**src/rtl/stride_pf_pkg.sv**
```systemverilog
// Package: shared types for the stride prefetcher.
// Assumes: nothing beyond standard SystemVerilog.
package stride_pf_pkg;
    // Confidence level of one table entry
    typedef enum logic [1:0] {
        CONF_INIT   = 2'd0,
        CONF_TRANS  = 2'd1,
        CONF_STEADY = 2'd2
    } conf_e;
endpackage

```
**src/rtl/stride_pf_index.sv**
```systemverilog
// Module: splits a load PC into a table index and a tag.
// Assumes: the low ALIGN_BITS of the PC are always ignored.
module stride_pf_index #(
    parameter int PC_W       = 32,
    parameter int IDX_W      = 4,
    parameter int ALIGN_BITS = 2,
    localparam int TAG_W     = PC_W - IDX_W - ALIGN_BITS
) (
    input  logic [PC_W-1:0]  pc,
    output logic [IDX_W-1:0] idx,
    output logic [TAG_W-1:0] tag
);
    // Slice the index from just above the alignment bits and take the rest as tag
    always_comb begin
        idx = pc[ALIGN_BITS +: IDX_W];
        tag = pc[PC_W-1 -: TAG_W];
    end
endmodule

```
**src/rtl/stride_pf_table.sv**
```systemverilog
// Module: direct-mapped storage for the reference prediction entries.
// Assumes: one read port and one write port on the same index each cycle;
//          a write with wr_en updates the whole entry at the clock edge.
module stride_pf_table
    import stride_pf_pkg::*;
#(
    parameter int ENTRIES = 16,
    parameter int TAG_W   = 26,
    parameter int ADDR_W  = 32,
    localparam int IDX_W  = $clog2(ENTRIES)
) (
    input  logic              clk,
    input  logic              rst_n,
    input  logic [IDX_W-1:0]  idx,
    output logic              rd_valid,
    output logic [TAG_W-1:0]  rd_tag,
    output logic [ADDR_W-1:0] rd_prev,
    output logic [ADDR_W-1:0] rd_stride,
    output conf_e             rd_conf,
    input  logic              wr_en,
    input  logic [TAG_W-1:0]  wr_tag,
    input  logic [ADDR_W-1:0] wr_prev,
    input  logic [ADDR_W-1:0] wr_stride,
    input  conf_e             wr_conf
);
    logic              v_arr   [ENTRIES];
    logic [TAG_W-1:0]  tag_arr [ENTRIES];
    logic [ADDR_W-1:0] prev_arr[ENTRIES];
    logic [ADDR_W-1:0] strd_arr[ENTRIES];
    conf_e             conf_arr[ENTRIES];

    for (genvar e = 0; e < ENTRIES; e++) begin : g_entry
        logic              v_q;
        logic [TAG_W-1:0]  tag_q;
        logic [ADDR_W-1:0] prev_q;
        logic [ADDR_W-1:0] strd_q;
        conf_e             conf_q;
        logic              sel;

        assign sel = wr_en && (idx == IDX_W'(e));

        // Entry register: cleared at reset, rewritten when selected
        always_ff @(posedge clk) begin
            if (!rst_n) begin
                v_q    <= 1'b0;
                tag_q  <= '0;
                prev_q <= '0;
                strd_q <= '0;
                conf_q <= CONF_INIT;
            end else if (sel) begin
                v_q    <= 1'b1;
                tag_q  <= wr_tag;
                prev_q <= wr_prev;
                strd_q <= wr_stride;
                conf_q <= wr_conf;
            end
        end

        assign v_arr[e]    = v_q;
        assign tag_arr[e]  = tag_q;
        assign prev_arr[e] = prev_q;
        assign strd_arr[e] = strd_q;
        assign conf_arr[e] = conf_q;
    end

    // Read mux: present the entry selected by idx
    always_comb begin
        rd_valid  = v_arr[idx];
        rd_tag    = tag_arr[idx];
        rd_prev   = prev_arr[idx];
        rd_stride = strd_arr[idx];
        rd_conf   = conf_arr[idx];
    end
endmodule

```
**src/rtl/stride_pf_update.sv**
```systemverilog
// Module: next-entry and prefetch decision for one load.
// Assumes: purely combinational; the caller registers the outcome.
module stride_pf_update
    import stride_pf_pkg::*;
#(
    parameter int ADDR_W = 32
) (
    input  logic              hit,
    input  logic [ADDR_W-1:0] cur_addr,
    input  logic [ADDR_W-1:0] old_prev,
    input  logic [ADDR_W-1:0] old_stride,
    input  conf_e             old_conf,
    output logic              stride_eq,
    output logic [ADDR_W-1:0] new_stride,
    output conf_e             new_conf,
    output logic              pf_hit,
    output logic [ADDR_W-1:0] pf_target
);
    logic [ADDR_W-1:0] delta;

    // Observed stride and comparison with the stored one
    always_comb begin
        delta     = cur_addr - old_prev;
        stride_eq = (delta == old_stride);
    end

    // Confidence transitions; a miss allocates in init with zero stride
    always_comb begin
        new_stride = old_stride;
        new_conf   = old_conf;
        if (!hit) begin
            new_stride = '0;
            new_conf   = CONF_INIT;
        end else begin
            unique case (old_conf)
                CONF_INIT: begin
                    if (stride_eq) new_conf = CONF_STEADY;
                    else begin
                        new_conf   = CONF_TRANS;
                        new_stride = delta;
                    end
                end
                CONF_TRANS: begin
                    if (stride_eq) new_conf = CONF_STEADY;
                    else           new_stride = delta;
                end
                CONF_STEADY: begin
                    if (!stride_eq) new_conf = CONF_INIT;
                end
                default: begin
                    new_conf   = CONF_INIT;
                    new_stride = '0;
                end
            endcase
        end
    end

    // Prefetch when a hit confirms a nonzero stride and lands in steady
    always_comb begin
        pf_hit    = hit && stride_eq && (old_stride != '0);
        pf_target = cur_addr + old_stride;
    end
endmodule

```
**src/rtl/stride_prefetcher.sv**
```systemverilog
// Module: PC-indexed stride prefetcher, top level.
// Assumes: at most one load per cycle; the prefetch strobe is registered
//          and appears the cycle after the load that triggered it.
module stride_prefetcher
    import stride_pf_pkg::*;
#(
    parameter int PC_W       = 32,
    parameter int ADDR_W     = 32,
    parameter int ENTRIES    = 16,
    parameter int ALIGN_BITS = 2,
    localparam int IDX_W     = $clog2(ENTRIES),
    localparam int TAG_W     = PC_W - IDX_W - ALIGN_BITS
) (
    input  logic              clk,
    input  logic              rst_n,
    input  logic              ld_valid,
    input  logic [PC_W-1:0]   ld_pc,
    input  logic [ADDR_W-1:0] ld_addr,
    output logic              pf_valid,
    output logic [ADDR_W-1:0] pf_addr
);
    logic [IDX_W-1:0]  lk_idx;
    logic [TAG_W-1:0]  lk_tag;
    logic              rd_valid;
    logic [TAG_W-1:0]  rd_tag;
    logic [ADDR_W-1:0] rd_prev;
    logic [ADDR_W-1:0] rd_stride;
    conf_e             rd_conf;
    logic              lk_hit;
    logic              lk_eq;
    logic [ADDR_W-1:0] nx_stride;
    conf_e             nx_conf;
    logic              nx_pf;
    logic [ADDR_W-1:0] nx_pf_addr;

    stride_pf_index #(
        .PC_W(PC_W), .IDX_W(IDX_W), .ALIGN_BITS(ALIGN_BITS)
    ) u_index (
        .pc(ld_pc), .idx(lk_idx), .tag(lk_tag)
    );

    stride_pf_table #(
        .ENTRIES(ENTRIES), .TAG_W(TAG_W), .ADDR_W(ADDR_W)
    ) u_table (
        .clk(clk), .rst_n(rst_n), .idx(lk_idx),
        .rd_valid(rd_valid), .rd_tag(rd_tag), .rd_prev(rd_prev),
        .rd_stride(rd_stride), .rd_conf(rd_conf),
        .wr_en(ld_valid), .wr_tag(lk_tag), .wr_prev(ld_addr),
        .wr_stride(nx_stride), .wr_conf(nx_conf)
    );

    // Tag compare against the indexed entry
    assign lk_hit = rd_valid && (rd_tag == lk_tag);

    stride_pf_update #(.ADDR_W(ADDR_W)) u_update (
        .hit(lk_hit), .cur_addr(ld_addr), .old_prev(rd_prev),
        .old_stride(rd_stride), .old_conf(rd_conf),
        .stride_eq(lk_eq), .new_stride(nx_stride), .new_conf(nx_conf),
        .pf_hit(nx_pf), .pf_target(nx_pf_addr)
    );

    // Output register: one-cycle prefetch strobe with its address
    always_ff @(posedge clk) begin
        if (!rst_n) begin
            pf_valid <= 1'b0;
            pf_addr  <= '0;
        end else begin
            pf_valid <= ld_valid && nx_pf;
            if (ld_valid && nx_pf) pf_addr <= nx_pf_addr;
        end
    end
endmodule

```
**config.mk**
```make
export PLATFORM = sky130hd
export DESIGN_NAME = stride_prefetcher
export DESIGN_NICKNAME = d
export VERILOG_FILES = /design/src/rtl/stride_pf_pkg.sv /design/src/rtl/stride_pf_index.sv /design/src/rtl/stride_pf_table.sv /design/src/rtl/stride_pf_update.sv /design/src/rtl/stride_prefetcher.sv
export SDC_FILE = /design/constraint.sdc
export NUM_CORES = 2
export LEC_CHECK = 0
export BUFFER_PORTS_ARGS = -buffer_cell sky130_fd_sc_hd__buf_4
export CORE_ASPECT_RATIO = 0.9
export CORE_MARGIN = 2
export CORE_UTILIZATION = 68
export DETAILED_ROUTE_END_ITERATION = 8
export PLACE_DENSITY = 0.91
export SYNTH_ARGS = -nofsm -noshare
export SYNTH_HDL_FRONTEND = slang
export SYNTH_SLANG_ARGS = --single-unit
```
**constraint.sdc**
```tcl
create_clock -name clk -period 21.7 [get_ports clk]
set_input_delay 4.34 -clock clk [delete_from_list [all_inputs] [get_ports clk]]
set_output_delay 4.34 -clock clk [all_outputs]
set_load 0.01 [all_outputs]
```
* Word-level counts from Yosys, hierarchy flattened *
Index checks and enable logic that the tools add are counted.

word-level totals
  bits in registers = 1521
  latch bits = 0
  RAM bits = 0
  memory bits (read-only) = 0
  input port bits = 67
  word-level logic and storage cells = 152
  memories kept = 0

operators by class
  add/sub/neg operators = 2
  multipliers = 0
  divide/modulo/power cells = 0
  magnitude comparators = 1
  equal/unequal tests = 19
  shift operators = 0
  muxes and demuxes = 23
  bitwise logic cells = 1
  reductions and logical operators = 24

operators by type and width
  operator                                                               number
  32-bit binary-select mux with 4-bit select                             2
  32-bit 2-to-1 mux                                                      6
  26-bit binary-select mux with 4-bit select                             1
  32-bit one-hot mux with 2 select lines                                 1
  26-bit 2-to-1 mux                                                      2
  32-bit adder                                                           1
  32-bit equality test                                                   1
  4-bit equality test, second input constant                             8
  32-bit nonzero test                                                    1
  32-bit subtractor                                                      1
  26-bit equality test                                                   1
  1-bit logical AND                                                      20
  4-bit by 3-bit equality test with 1-bit output, second input constant  4
  2-bit 2-to-1 mux                                                       6
  2-bit binary-select mux with 4-bit select                              1
  4-bit by 2-bit equality test with 1-bit output, second input constant  2
  2-bit one-hot mux with 3 select lines                                  1
  5-bit greater-or-equal comparator, second input constant               1
  4-bit inverter with 5-bit output                                       1
  1-bit binary-select mux with 4-bit select                              1
  4-bit by 1-bit equality test with 1-bit output, second input constant  1
  4-bit zero test                                                        1
  2-bit by 1-bit equality test with 1-bit output, second input constant  1
  2-bit equality test, second input constant                             1
  3 further kinds                                                        4

* Logic depth before layout (Yosys ltp) *
  word-level depth = 9
  mapped depth = 31
  mapped depth without buffers = 20

* Cells and area by module *
From an unflattened synthesis, not the netlist that was laid out.

second synthesis, totals
  cell total of the unflattened synthesis = 8789
  area, all modules = 78420.2 um^2

modules (own cells, without submodules)
  module             instances  cells each  area an instance (um^2)
  stride_pf_table    1          7738        70777.9
  stride_pf_update   1          844         5931.9
  stride_prefetcher  1          177         1485.2
  stride_pf_index    1          30          225.2

* Worst setup path after synthesis *
Ideal clock, no wire load.

  path kind = input to register
  from = input port ld_pc[3]
  to = register u_table.g_entry[0].strd_q[10]
  setup time = 0.126 ns
  arrival = 11.462 ns
  setup slack = 10.112 ns
  stages = 29
  buffers on the path = 13
  path through = buf_4 > buf_4 > buf_6 > buf_2 > buf_2 > buf_2 > buf_2 > buf_2 > buf_1 > buf_1 > mux4_2 > mux4_2 > ha_1 > fa_1 > nand2b_1 > a211oi_1 > o21ai_0 > a21oi_1 > xor2_1 > xnor2_1 > nand4_1 > or4b_1 > nor4_2 > a31oi_1 > buf_6 > buf_8 > mux2i_4 > buf_6 > o21ai_1

on the way
  longest elaborated chain between the ends = 9
  elaborated cells on any way between the ends = 29
  classes of those cells = add/sub: 1; eq/ne: 4; mux: 18; bitwise: 1; reduce/logical: 5

ends and longest elaborated chain
  what                                                    RTL line                                        text
  start, declared                                         stride_prefetcher.sv:17                         input logic [PC_W-1:0] ld_pc,
  4-bit inverter with 5-bit output (not written as such)  n/a
  32-bit binary-select mux with 4-bit select              stride_pf_table.sv:70                           rd_prev = prev_arr[idx];
  32-bit 2-to-1 mux (not written as such) (2 in series)   stride_pf_table.sv:70
  32-bit subtractor                                       stride_pf_update.sv:23                          delta = cur_addr - old_prev;
  32-bit equality test                                    stride_pf_update.sv:24                          stride_eq = (delta == old_stride);
  32-bit 2-to-1 mux                                       stride_pf_update.sv:37, stride_pf_update.sv:44
  32-bit one-hot mux with 2 select lines                  stride_pf_update.sv:35                          unique case (old_conf)
  32-bit 2-to-1 mux                                       stride_pf_update.sv:31                          if (!hit) begin
  end signal, assigned                                    stride_pf_table.sv:54                           strd_q <= wr_stride;
  end, declared                                           stride_pf_table.sv:36                           logic [ADDR_W-1:0] strd_q;

Parallel ways exist; a longest one is shown, timed or not. The select of a mux whose other input is x is not followed.
A chain may end at the register's enable or synchronous reset.

* Worst setup path after layout *
  from = input port ld_pc[2]
  to = register u_table.g_entry[12].strd_q[30]

on the way
  longest elaborated chain between the ends = 9
  elaborated cells on any way between the ends = 29
  classes of those cells = add/sub: 1; eq/ne: 5; mux: 18; bitwise: 1; reduce/logical: 4

ends and longest elaborated chain
  what                                                    RTL line
  4-bit inverter with 5-bit output (not written as such)  n/a
  32-bit binary-select mux with 4-bit select              stride_pf_table.sv:70
  32-bit 2-to-1 mux (not written as such) (2 in series)   stride_pf_table.sv:70
  32-bit subtractor                                       stride_pf_update.sv:23
  32-bit equality test                                    stride_pf_update.sv:24
  32-bit 2-to-1 mux                                       stride_pf_update.sv:37, stride_pf_update.sv:44
  32-bit one-hot mux with 2 select lines                  stride_pf_update.sv:35
  32-bit 2-to-1 mux                                       stride_pf_update.sv:31
  end signal, assigned                                    stride_pf_table.sv:54
  end, declared                                           stride_pf_table.sv:36

Parallel ways exist; a longest one is shown, timed or not. The select of a mux whose other input is x is not followed.

==> reports/metrics.yaml <==
timing:
  timing.setup.tns_ns: 0
  slew_viol_final: 0
  fin_skew_ns: 0.0489
  period_share_pct: 59.2
  rsz0062_at_grt: "no"
  finalSetupViolations: 0
  worstMarginPinSlew_ns: 1.41
  max_freq_mhz: 77.9
  max_slew_margin_pct: 4.57
  fin_crit_ns: 12.84
  hold_viol: 0
placement:
  hpwl_mm: 117
  post_dp_cell_area_sq_mm: 0.0670
  io_buffer_count: 97
  place_congestion: 0.972
yosys:
  ys_warn_count: 0
  synth_area_sq_mm: 0.0668
  synth_ff_type: "dfxtp_1"
  synth.distinct_cells: 80
  ys_ff_latch: 1521
  synth_cells: 7515
  ys_seq_area_share_pct: 45.6
  synth_edf_count: 0
  synth_fp_nets: 7649
  async_flop_share_pct: 0
  avgSynthCellArea_sq_um: 8.89
cts:
  cts_setup_buffers: 0
  cts_resized: 0
  holdBufCountCts: 0
  cts_tree: "done"
  cts_max_level: 4
  cts_root_buf: "clkbuf_16"
  clock-sinks: 1521
  cts_max_path_buffers: 3
  clk_latency_ns: 0.78
  numCtsBuffers: 143
  path_clk_slew_ns: 0.06
detailed_routing:
  via_per_inst: 7.03
  wl_per_cell_um: 26.2
  vias: 59900
  drtPass1Iterations: 9
  postRouteWirelength_mm: 223
  postRouteAntennaNets: 0
  drcViolationCount: 16
  drt-initial-drc-count: 10600
die:
  core.rowCount: 109
  pin_count: 100
  start_util_pct: 68.3
  die_h_um: 301
  die_x_um: 334
  dieArea_sq_mm: 0.101
  core_sq_mm: 0.0978
cells_and_area:
  syn_to_final_growth_pct: 7.50
  drive_gt1_share_pct: 13.1
  nFillCells: 6068
  fin_nets: 7260
  fin_area_sq_mm: 0.0718
global_route:
  first_global_vias: 59600
  globalRoute.totalOverflow: 0
  antenna_found_initial: 14
  track_usage_pct: 43.2
  grt_pass1_wl_mm: 334
  grt_max_degree: 253
setup_path:
  cp_max_fo: 70
  critPathArrivalTime_ns: 13.45
  cp-start-kind: "input port"
  required_ns: 22.31
  crit_type: "input port to flop"
  cp-end-kind: "flop"
power:
  vdd_drop_max_uv: 73.0
  leakage_nw: 24.5
  power_mw: 5.84
  p_per_area_mw_per_mm2: 81.3
status:
  outcome: "complete, but fails checks"
  violations: "design-rule violations"
run:
  maxCapViolCount: 0
hold_path:
  hp-class: "flop to flop"
[logic make-up (layout without fill, tap and decap cells)]
logic type               count (synthesis)  in the layout  share of synthesized area [%]
AND/OR/NAND/NOR                       2851           2851                           16.7
AO/OA/AOI/OAI                         1689           1689                           13.2
flip-flops                            1521           1521                           45.6
buffers and inverters                  748            471                           4.84
multiplexers                           525            525                           16.8
XOR/XNOR                               114            114                           1.54
adder cells (fa/ha/maj)                 67             67                           1.28
other                                    0              9                              0
[per-layer routing]
| layer | track usage [%] | part of all wire (%) | vias to the layer above |
|---|---|---|---|
| li1 | - | - | 24800 |
| met1 | 53.0 | 33 | 28000 |
| met2 | 64.8 | 43 | 5490 |
| met3 | 12.9 | 16 | 1582 |
| met4 | 32.0 | 8.5 | 10 |
| met5 | 0 | 0.027 | - |
[report_power, final]
group,internal [mW],switching [mW],leakage (nW)
Combinational,0.122,0.325,9.84
Clock,1.44,1.13,2.35
Sequential,2.81,0.0122,12.3
Total,4.37,1.47,24.5
[area by class of cell]
class	instances	area, sq um	share of cell area (%)
multi-input combinational	5246	33500	46.7
sequential	1521	30400	42.4
clock buffer	207	4190	5.84
tap	1276	1600	2.22
timing repair buffer	161	1280	1.78
clock inverter	50	552	0.769
inverter	53	206	0.288
antenna	9	22.5	0.0314
[cell usage after synthesis, drive strengths merged, types with 12 or more instances]
master  number  area share, %
buf        131            1.4
xor2        32           0.42
nor3        21           0.16
o21ai      562            4.3
a22oi       32           0.39
xnor2       80            1.0
ha          65            1.2
nand4       19           0.18
inv         52           0.29
nor2       177            1.0
nand3       48           0.36
o21a        15           0.17
dfxtp     1521             46
and2        26           0.24
clkbuf     564            3.2
nor2b       19           0.18
nand2b      15           0.14
nor4        17           0.17
mux4       451             15
mux2i       64            1.4
a21o        12           0.13
nand2     2468             14
a21oi     1006            7.5
[worst max-delay path, cell delays in order]
cell and delay [ns]:
buf_8 0.57, buf_4 0.91, buf_4 0.89, mux4_2 0.60, mux4_2 0.48, inv_1 0.17
ha_1 0.36, a21oi_1 0.36, o21ai_0 0.27, o31ai_1 0.29, a21oi_1 0.08, xor2_1 0.73
xnor2_1 0.25, o221ai_1 0.16, nor4_1 0.11, and3_1 0.20, a31oi_4 0.54, buf_4 0.92
mux2i_2 0.76, o21ai_0 0.25
[stage by stage]
step | util (%) | std cells | hold WS [ns] | worst slack [ns]
after floorplan | - | 7515 | 0.420 | 10.11
after detailed placement | 68.5 | 8257 | 0.438 | 8.26
after global routing | 73.4 | 8522 | 0.465 | 8.28
final | 73.4 | 8523 | 0.447 | 8.86
after CTS | 73.4 | 8514 | 0.446 | 9.00
after global placement | 68.5 | 8257 | 0.428 | 8.45
[cells in the final DEF (no fill, tap or decap), types with 9 or more instances in the layout]
cell       count
a21oi_1     1006
a21o_1        12
nand2_4       12
nor2_1       148
inv_1         51
nand4_1       19
nand3_1       44
nor2b_1       19
mux2i_4       20
xnor2_1       80
clkbuf_8      33
nand2_1     2456
dfxtp_1     1521
ha_1          65
diode_2        9
a22oi_1       28
nor4_1        15
nor2_4        28
clkbuf_1      29
nand2b_1      15
clkbuf_16    145
o21ai_2       10
o21bai_1       9
mux4_2       451
nor3_1        17
buf_4        153
o21ai_1      271
and2_1        25
mux2i_1       39
clkinv_2      27
xor2_1        32
and3_1        10
o21ai_0      281
o21a_1        15
[worst paths after layout]
path	startpoint	end	slack [ns]	depth (start not counted)
worst min-delay path	u_table.g_entry[11].strd_q[24]$_SDFFE_PN0P_	u_table.g_entry[11].strd_q[24]$_SDFFE_PN0P_	0.45	2
worst max register to register	u_table.g_entry[3].prev_q[0]$_SDFFE_PN0P_	u_table.g_entry[12].strd_q[30]$_SDFFE_PN0P_	14.31	16
worst min register to register	u_table.g_entry[11].strd_q[24]$_SDFFE_PN0P_	u_table.g_entry[11].strd_q[24]$_SDFFE_PN0P_	0.45	2
worst max-delay path	ld_pc[2]	u_table.g_entry[12].strd_q[30]$_SDFFE_PN0P_	8.86	20
[state kept, by name (all words and copies together) (netlist names)]
| name | cells |
|---|---|
| pf_valid | 1 |
| u_table.g_entry.strd_q | 512 |
| u_table.g_entry.v_q | 16 |
| u_table.g_entry.tag_q | 416 |
| u_table.g_entry.conf_q | 32 |
| u_table.g_entry.prev_q | 512 |
| pf_addr | 32 |
Note: power is estimated with default switching activity, not from simulation.
